### config.mk
export PLATFORM = sky130hd
export DESIGN_NAME = ide_window_filter
export DESIGN_NICKNAME = d
export VERILOG_FILES = /design/src/rtl/ide_filt_pkg.sv /design/src/rtl/ide_win_decode.sv /design/src/rtl/ide_fwd_stage.sv /design/src/rtl/ide_resp_stage.sv /design/src/rtl/ide_window_filter.sv
export SDC_FILE = /design/constraint.sdc
export NUM_CORES = 1
export LEC_CHECK = 0
export CORE_ASPECT_RATIO = 1.75
export CORE_UTILIZATION = 41
export CTS_BUF_LIST = sky130_fd_sc_hd__clkbuf_16
export DETAILED_ROUTE_END_ITERATION = 7
export HOLD_SLACK_MARGIN = 0.06
export PLACE_DENSITY_LB_ADDON = 0.15
export SYNTH_ARGS = -nofsm -noshare
export SYNTH_HDL_FRONTEND = slang
export SYNTH_SLANG_ARGS = --single-unit
### constraint.sdc
create_clock -name clk -period 1.9 [get_ports clk]
set_clock_uncertainty 0.1 [all_clocks]
set_input_delay 0.38 -clock clk [delete_from_list [all_inputs] [get_ports clk]]
set_output_delay 0.38 -clock clk [all_outputs]
set_load 0.005 [all_outputs]
### src/rtl/ide_filt_pkg.sv
package ide_filt_pkg;

  typedef enum logic [1:0] {
    SZ_BYTE = 2'd0,
    SZ_HALF = 2'd1,
    SZ_WORD = 2'd2,
    SZ_RSVD = 2'd3
  } acc_size_e;

  typedef struct packed {
    logic      rd;
    logic      wr;
    logic      accept;
    logic [3:0] rsel;
    acc_size_e size;
  } req_info_t;

  // Ones covering the access width; reserved code covers the full bus.
  function automatic logic [31:0] width_mask(input acc_size_e sz);
    case (sz)
      SZ_BYTE: width_mask = 32'h0000_00FF;
      SZ_HALF: width_mask = 32'h0000_FFFF;
      default: width_mask = 32'hFFFF_FFFF;
    endcase
  endfunction

endpackage

### src/rtl/ide_win_decode.sv
module ide_win_decode
  import ide_filt_pkg::*;
#(
  parameter int AW      = 3,
  parameter int RSEL_W  = 4,
  parameter int CTL_OFS = 2,
  parameter int CTL_REG = 8
) (
  input  logic              sel_ctl,
  input  logic [AW-1:0]     addr,
  input  acc_size_e         size,
  output logic              accept,
  output logic [RSEL_W-1:0] rsel
);
  localparam int CTL_AW = 2;

  logic ctl_ok;
  logic data_ok;

  always_comb begin
    ctl_ok = (size == SZ_BYTE) &&
             (addr[CTL_AW-1:0] == CTL_AW'(CTL_OFS));
    case (size)
      SZ_BYTE:          data_ok = 1'b1;
      SZ_HALF, SZ_WORD: data_ok = (addr == '0);
      default:          data_ok = 1'b0;
    endcase
    accept = sel_ctl ? ctl_ok : data_ok;
    rsel   = sel_ctl ? RSEL_W'(CTL_REG) : RSEL_W'(addr);
  end
endmodule

### src/rtl/ide_fwd_stage.sv
module ide_fwd_stage
  import ide_filt_pkg::*;
#(
  parameter int DW     = 32,
  parameter int RSEL_W = 4
) (
  input  logic              clk,
  input  logic              rst,
  input  logic              req_rd,
  input  logic              req_wr,
  input  logic              accept,
  input  logic [RSEL_W-1:0] rsel,
  input  acc_size_e         size,
  input  logic [DW-1:0]     wdata,
  output req_info_t         info,
  output logic              dev_rd,
  output logic              dev_wr,
  output logic [RSEL_W-1:0] dev_reg,
  output logic [1:0]        dev_width,
  output logic [DW-1:0]     dev_wdata
);
  always_ff @(posedge clk) begin
    if (rst) begin
      info      <= '0;
      dev_rd    <= 1'b0;
      dev_wr    <= 1'b0;
      dev_reg   <= '0;
      dev_width <= 2'd0;
      dev_wdata <= '0;
    end else begin
      info.rd     <= req_rd;
      info.wr     <= req_wr;
      info.accept <= accept;
      info.rsel   <= 4'(rsel);
      info.size   <= size;
      dev_rd      <= req_rd & accept;
      dev_wr      <= req_wr & accept;
      if ((req_rd | req_wr) && accept) begin
        dev_reg   <= rsel;
        dev_width <= size;
        dev_wdata <= wdata & DW'(width_mask(size));
      end
    end
  end
endmodule

### src/rtl/ide_resp_stage.sv
module ide_resp_stage
  import ide_filt_pkg::*;
#(
  parameter int DW = 32
) (
  input  logic          clk,
  input  logic          rst,
  input  req_info_t     info,
  input  logic [DW-1:0] dev_rdata,
  output logic          host_ack,
  output logic [DW-1:0] host_rdata
);
  logic [DW-1:0] mask;
  logic [DW-1:0] rd_val;

  always_comb begin
    mask   = DW'(width_mask(info.size));
    rd_val = info.accept ? (dev_rdata & mask) : mask;
  end

  always_ff @(posedge clk) begin
    if (rst) begin
      host_ack   <= 1'b0;
      host_rdata <= '0;
    end else begin
      host_ack <= info.rd | info.wr;
      if (info.rd) host_rdata <= rd_val;
    end
  end
endmodule

### src/rtl/ide_window_filter.sv
module ide_window_filter
  import ide_filt_pkg::*;
#(
  parameter int DW      = 32,
  parameter int AW      = 3,
  parameter int RSEL_W  = 4,
  parameter int CTL_OFS = 2,
  parameter int CTL_REG = 8
) (
  input  logic              clk,
  input  logic              rst,
  input  logic              host_rd,
  input  logic              host_wr,
  input  logic              host_sel_ctl,
  input  logic [AW-1:0]     host_addr,
  input  logic [1:0]        host_size,
  input  logic [DW-1:0]     host_wdata,
  output logic              host_ack,
  output logic [DW-1:0]     host_rdata,
  output logic              dev_rd,
  output logic              dev_wr,
  output logic [RSEL_W-1:0] dev_reg,
  output logic [1:0]        dev_width,
  output logic [DW-1:0]     dev_wdata,
  input  logic [DW-1:0]     dev_rdata
);
  acc_size_e         size_c;
  logic              accept;
  logic [RSEL_W-1:0] rsel;
  req_info_t         info;

  assign size_c = acc_size_e'(host_size);

  ide_win_decode #(
    .AW(AW), .RSEL_W(RSEL_W), .CTL_OFS(CTL_OFS), .CTL_REG(CTL_REG)
  ) u_dec (
    .sel_ctl(host_sel_ctl), .addr(host_addr), .size(size_c),
    .accept(accept), .rsel(rsel)
  );

  ide_fwd_stage #(.DW(DW), .RSEL_W(RSEL_W)) u_fwd (
    .clk(clk), .rst(rst), .req_rd(host_rd), .req_wr(host_wr),
    .accept(accept), .rsel(rsel), .size(size_c), .wdata(host_wdata),
    .info(info), .dev_rd(dev_rd), .dev_wr(dev_wr), .dev_reg(dev_reg),
    .dev_width(dev_width), .dev_wdata(dev_wdata)
  );

  ide_resp_stage #(.DW(DW)) u_resp (
    .clk(clk), .rst(rst), .info(info), .dev_rdata(dev_rdata),
    .host_ack(host_ack), .host_rdata(host_rdata)
  );
endmodule

# After elaboration in Yosys (flattened, before gate mapping)
# Index checks and enable logic that the tools add are counted.
# totals
reg_bits	78
inputBits	74
# classes
eq_ne	4
muxes	8
bitwise_logic	6
n_reduce_logical	6
# op_table
cell	n
one-hot mux 32 bit (2 select lines)	2
2-to-1 mux 32 bit	3
AND 32 bit	2
equality test 2 x 1 -> 1 bit, second input constant	2
equality test 2 bit, second input constant	2
zero test 2 bit	2
2-to-1 mux 4 bit	1
zero test 3 bit	1
AND 1 bit	2
logical AND 1 bit	2
bitwise OR 1 bit	2
one-hot mux 1 bit (2 select lines)	1
OR reduction 2 bit	1
2-to-1 mux 1 bit	1

# Longest topological paths before layout
# logic_depth
ltp_word	8
depth_mapped	7
mapped_depth_nobuf	6

# By module
# Synthesis repeated with hierarchy kept, for this count alone.
# hier_totals
hier_cells	335
hier_area_um2	3006.6
# by_module_without_submodules
mod	instances	cells_each	area_each_um2	seq_area_each_um2
ide_fwd_stage	1	185	1710.4	980.9
ide_resp_stage	1	138	1199.9	660.6
ide_win_decode	1	12	96.3	0.0

# Least setup slack after synthesis
# OpenSTA, ideal clock, no wires.
# synth_path
path_kind	input to register
from	in host_size[1]
to	reg u_fwd.dev_wdata[19]
setup_ns	0.072
arrival_ns	1.565
t_required_ns	1.728
setup_slack_ns	0.163
stages	7
cell_sequence	inv_1 > ha_1 > nor4b_4 > o22ai_4 > nor2_8 > buf_8 > mux2i_1
# synth_via
elab_chain_cells	5
# synth_rtl
item	line	rtl
start: declaration	ide_window_filter.sv:16	input logic [1:0] host_size,
equality test 2 x 1 -> 1 bit (tied with other cells)	ide_filt_pkg.sv:20, ide_win_decode.sv:23	
one-hot mux 32 bit (2 select lines) / OR reduction 2 bit (equally long branches)	ide_filt_pkg.sv:20, ide_win_decode.sv:23	
2-to-1 mux 32 bit / one-hot mux 1 bit (2 select lines) (equally long branches)	ide_fwd_stage.sv:38, ide_win_decode.sv:23	
2-to-1 mux 32 bit / 2-to-1 mux 1 bit (equally long branches)	ide_fwd_stage.sv:23, ide_win_decode.sv:28	
AND 32 bit / logical AND 1 bit (equally long branches)	ide_fwd_stage.sv:41, ide_fwd_stage.sv:38	
end signal: assignment	ide_fwd_stage.sv:41	dev_wdata <= wdata & DW'(width_mask(size));
end: declaration	ide_fwd_stage.sv:20	output logic [DW-1:0] dev_wdata
# Parallel ways exist; a longest one is shown, timed or not. The select of a mux whose other input is x is not followed.
# A chain may end at the register's enable or synchronous reset.

# Worst setup path in the final report
# layout_path
from	in host_size[0]
to	reg u_fwd.dev_wdata[16]
# Same word-level chain as after synthesis.

==> flow_summary_export.csv <==
group,metric,value,unit
timing,fin_crit,1.83,ns
clocking,cts_hold_buf,0,
timing,setup_viol,0,
finish,layout-drive-gt1-share,11.0,%
worst_setup_path,critPathKind,"in2reg",
yosys,synth_area_per_cell,9.31,um2
pwr,p_per_area,782,nW/um2
worst_setup_path,path_cells,"dlygate4sd2_1 > inv_2 > ha_4 > nor4b_4 > buf_4 > o22ai_4 > nor2_8 > buf_6 > mux2i_1",
pwr,power_frac_seq,42.5,%
clocking,clockBufferDepth,2,
finish,stdcell_count,586,
grt,grt_start_max_net_pins,29,
pwr,leakagePower,1.88,nW
hold_path,worstHoldPathCells,2,
worst_setup_path,worst-path-max-fanout,5,
finish,layout.nets,571,
flow_run,drv_cap,0,
pwr,p_sw,0.000872,W
timing,worstMarginPinSlew,0.766,ns
floorplan,start_util,42.7,%
place,port_buffers,146,
worst_setup_path,reg2reg_depth,3,
yosys,syn_nets,411,
pwr,p_sw_share,21.5,%
routing,drtPass1Iterations,4,
timing,min_period_over_period,96.6,%
outcome,run_status,"finished, final reports clean",
worst_setup_path,regToRegSetupSlack,0.55,ns
routing,vias,3020,
pwr,p_total,0.00406,W
pwr,pwr-share-clk,43.1,%
floorplan,ios,147,
yosys,synth_seq_cells,78,
worst_setup_path,r2r_end,"u_resp.host_rdata[15]",
routing,first_iter_violations,118,
worst_setup_path,crit_arrival,1.99,ns
worst_setup_path,regToRegStartpoint,"u_fwd.info[6]",
finish,fillers,613,
routing,drc,0,
yosys,synthesis.instances,334,
timing,hold_viol,0,
floorplan,die-area,7950,um2
pwr,p_int,0.00319,W
clocking,cts_tree,"built",
pwr,ir_worst_vdd,591,uV
floorplan,rows,41,
timing,timing.slew.headroom,48.9,%
hold_path,hold_class,"in2reg",
floorplan,fp.dieW,67.8,um
worst_setup_path,critPathLaunchType,"input port",
worst_setup_path,slowest_delay,0.26,ns
timing,slew_violations,0,
yosys,yosys_warnings,0,
clocking,cts_root_buffer,"clkbuf_16",
hold_path,min_to,"u_fwd.info[0]",
floorplan,die_height,117,um
pwr,combPwrFrac,14.4,%
grt,track_usage,23.1,%
worst_setup_path,cp-startpoint,"host_size[0]",
routing,ant_nets,0,
yosys,yosysSeqAreaShare,50.2,%
routing,routed_wl,8.98,mm
finish,syn_to_final_growth,67.0,%
floorplan,core_area,7280,um2
grt,antenna_found_initial,1,
place,gp_congestion,0.782,
worst_setup_path,end_kind,"register",
clocking,cts_max_level,3,
yosys,ys_types,31,
timing,rsz0062_at_grt,"false",
finish,layout_common_cells,"140 x clkdlybuf4s50_1, 78 x dfxtp_1, 48 x nand2b_1, 37 x a21oi_1, 23 x o21ai_0",
timing,fmax,545,MHz
routing,viasPerCell,5.15,
finish,layout_commonest_cell,"clkdlybuf4s50_1",
worst_setup_path,required,2.05,ns
clocking,cts_buffers,9,
hold_path,min_from,"rst",
finish,top_regs,"u_fwd.dev_wdata: 32 flops, u_resp.host_rdata: 32 flops, u_fwd.info: 5 flops",
routing,wl_per_cell,15.3,um
grt,grt_pass1_wl,13.7,mm
grt,grt_pass1_vias,2848,
clocking,numClockSinks,78,
clocking,clock_latency,0.33,ns
grt,globalRoute.totalOverflow,0,
clocking,clk_transition_reported_paths,0.06,ns
place,place_inst,563,
worst_setup_path,cp_slowest_cell,"ha_4",
yosys,netlist_area,3110,um2
place,dp_hpwl,6.11,mm
Yosys cell counts:
library cell | n | area (um2)
and2_1 | 2 | 12.5
o21ai_1 | 1 | 5.00
nand4_1 | 8 | 50.1
o22a_2 | 1 | 10.0
o22ai_1 | 8 | 50.1
ha_1 | 3 | 37.5
or2_0 | 1 | 6.26
buf_8 | 1 | 15.0
clkbuf_1 | 21 | 78.8
o21a_1 | 1 | 7.51
mux2i_1 | 16 | 160
buf_2 | 1 | 5.00
dfxtp_1 | 78 | 1560
and3b_1 | 1 | 8.76
nand2b_1 | 48 | 300
buf_6 | 3 | 33.8
nor3_2 | 1 | 10.0
nor2_2 | 1 | 6.26
o211ai_1 | 16 | 120
nor2_1 | 15 | 56.3
nand3_1 | 11 | 55.1
nor2_8 | 1 | 20.0
nor4b_4 | 1 | 23.8
nor2b_1 | 2 | 12.5
a21oi_1 | 38 | 190
nand2_1 | 17 | 63.8
o22ai_4 | 1 | 20.0
nand4b_1 | 3 | 26.3
inv_1 | 3 | 11.3
o21ai_0 | 29 | 145
buf_4 | 1 | 7.51
layout make-up:
cell class / count / area, um2 / share of cell area [%]
Timing Repair Buffer: 176 / 1790 / 34.4
Antenna cell: 1 / 2.50 / 0.0482
Inverter: 3 / 11.3 / 0.217
Clock buffer: 9 / 225 / 4.34
Clock inverter: 7 / 81.3 / 1.57
Sequential cell: 78 / 1560 / 30.1
Tap cell: 86 / 108 / 2.07
Multi-Input combinational cell: 226 / 1420 / 27.3
stage by stage:
stage          setup slack (ns)  TNS (ns)  utilization [%]  hold slack (ns)  cell area (um2)
6_report                 0.0650         0             71.3            0.288             5190
3_5_place_dp             -0.415    -14.52             65.2            0.321             4750
4_1_cts                 0.00939         0             71.1            0.274             5180
3_3_place_gp             -0.327    -12.71             65.2            0.321             4750
5_1_grt                 0.00614         0             71.3            0.303             5190
2_1_floorplan             0.163         0                -            0.311             3110
worst max-delay path: cells and delay by family:
kind,cells,cell delay [ns]
buffers and inverters,4,0.62
AND/OR/NAND/NOR,2,0.43
adder cells (fa/ha/maj),1,0.26
multiplexers,1,0.20
AO/OA/AOI/OAI,1,0.11
cell families (layout without fill, tap and decap cells):
group / count (synthesis) / count (layout) / share of synthesized area, %
flip-flops: 78 / 78 / 50.2
adder cells (fa/ha/maj): 3 / 3 / 1.21
AO/OA/AOI/OAI: 95 / 95 / 17.6
AND/OR/NAND/NOR: 112 / 112 / 21.0
buffers and inverters: 30 / 195 / 4.87
multiplexers: 16 / 16 / 5.15
other: 0 / 1 / 0
power groups by stage:
| stage | Sequential, W | Combinational (W) | Clock [W] |
|---|---|---|---|
| 4_1_cts | 0.00173 | 0.000583 | 0.00178 |
| 5_1_grt | 0.00173 | 0.000629 | 0.00185 |
| 6_report | 0.00173 | 0.000584 | 0.00175 |
| 2_1_floorplan | 0.00177 | 0.000198 | 0 |
| 3_3_place_gp | 0.00176 | 0.000540 | 0 |
| 3_5_place_dp | 0.00176 | 0.000546 | 0 |
metal layers:
layer / part of all wire, % / wire [um] / global-route usage, % / vias up
met5: 0 / 0 / 0 / -
met4: 3.0 / 269 / 14.3 / 0
met3: 6.4 / 573 / 5.33 / 23
met2: 54 / 4870 / 40.2 / 117
met1: 36 / 3270 / 24.3 / 1397
li1: - / - / - / 1483
worst max-delay path by stage:
| stage | end | slack (ns) |
|---|---|---|
| 6_report | u_fwd.dev_wdata[16] | 0.07 |
| 5_1_grt | u_fwd.dev_width[1] | 0.006 |
| 4_1_cts | u_fwd.dev_wdata[16] | 0.009 |
| 3_5_place_dp | u_fwd.dev_wdata[2] | -0.41 |
| 3_3_place_gp | u_fwd.dev_wdata[2] | -0.33 |
| 2_1_floorplan | u_fwd.dev_wdata[19] | 0.16 |
repair_timing:
item	CTS	global route
buffers inserted	3	0
endpoints found under the hold margin	0	0
endpoints found under the setup margin	34	28
pin swaps	7	1
gates resized for setup	14	8
gates cloned	3	0
(Power assumes the default switching activity.)
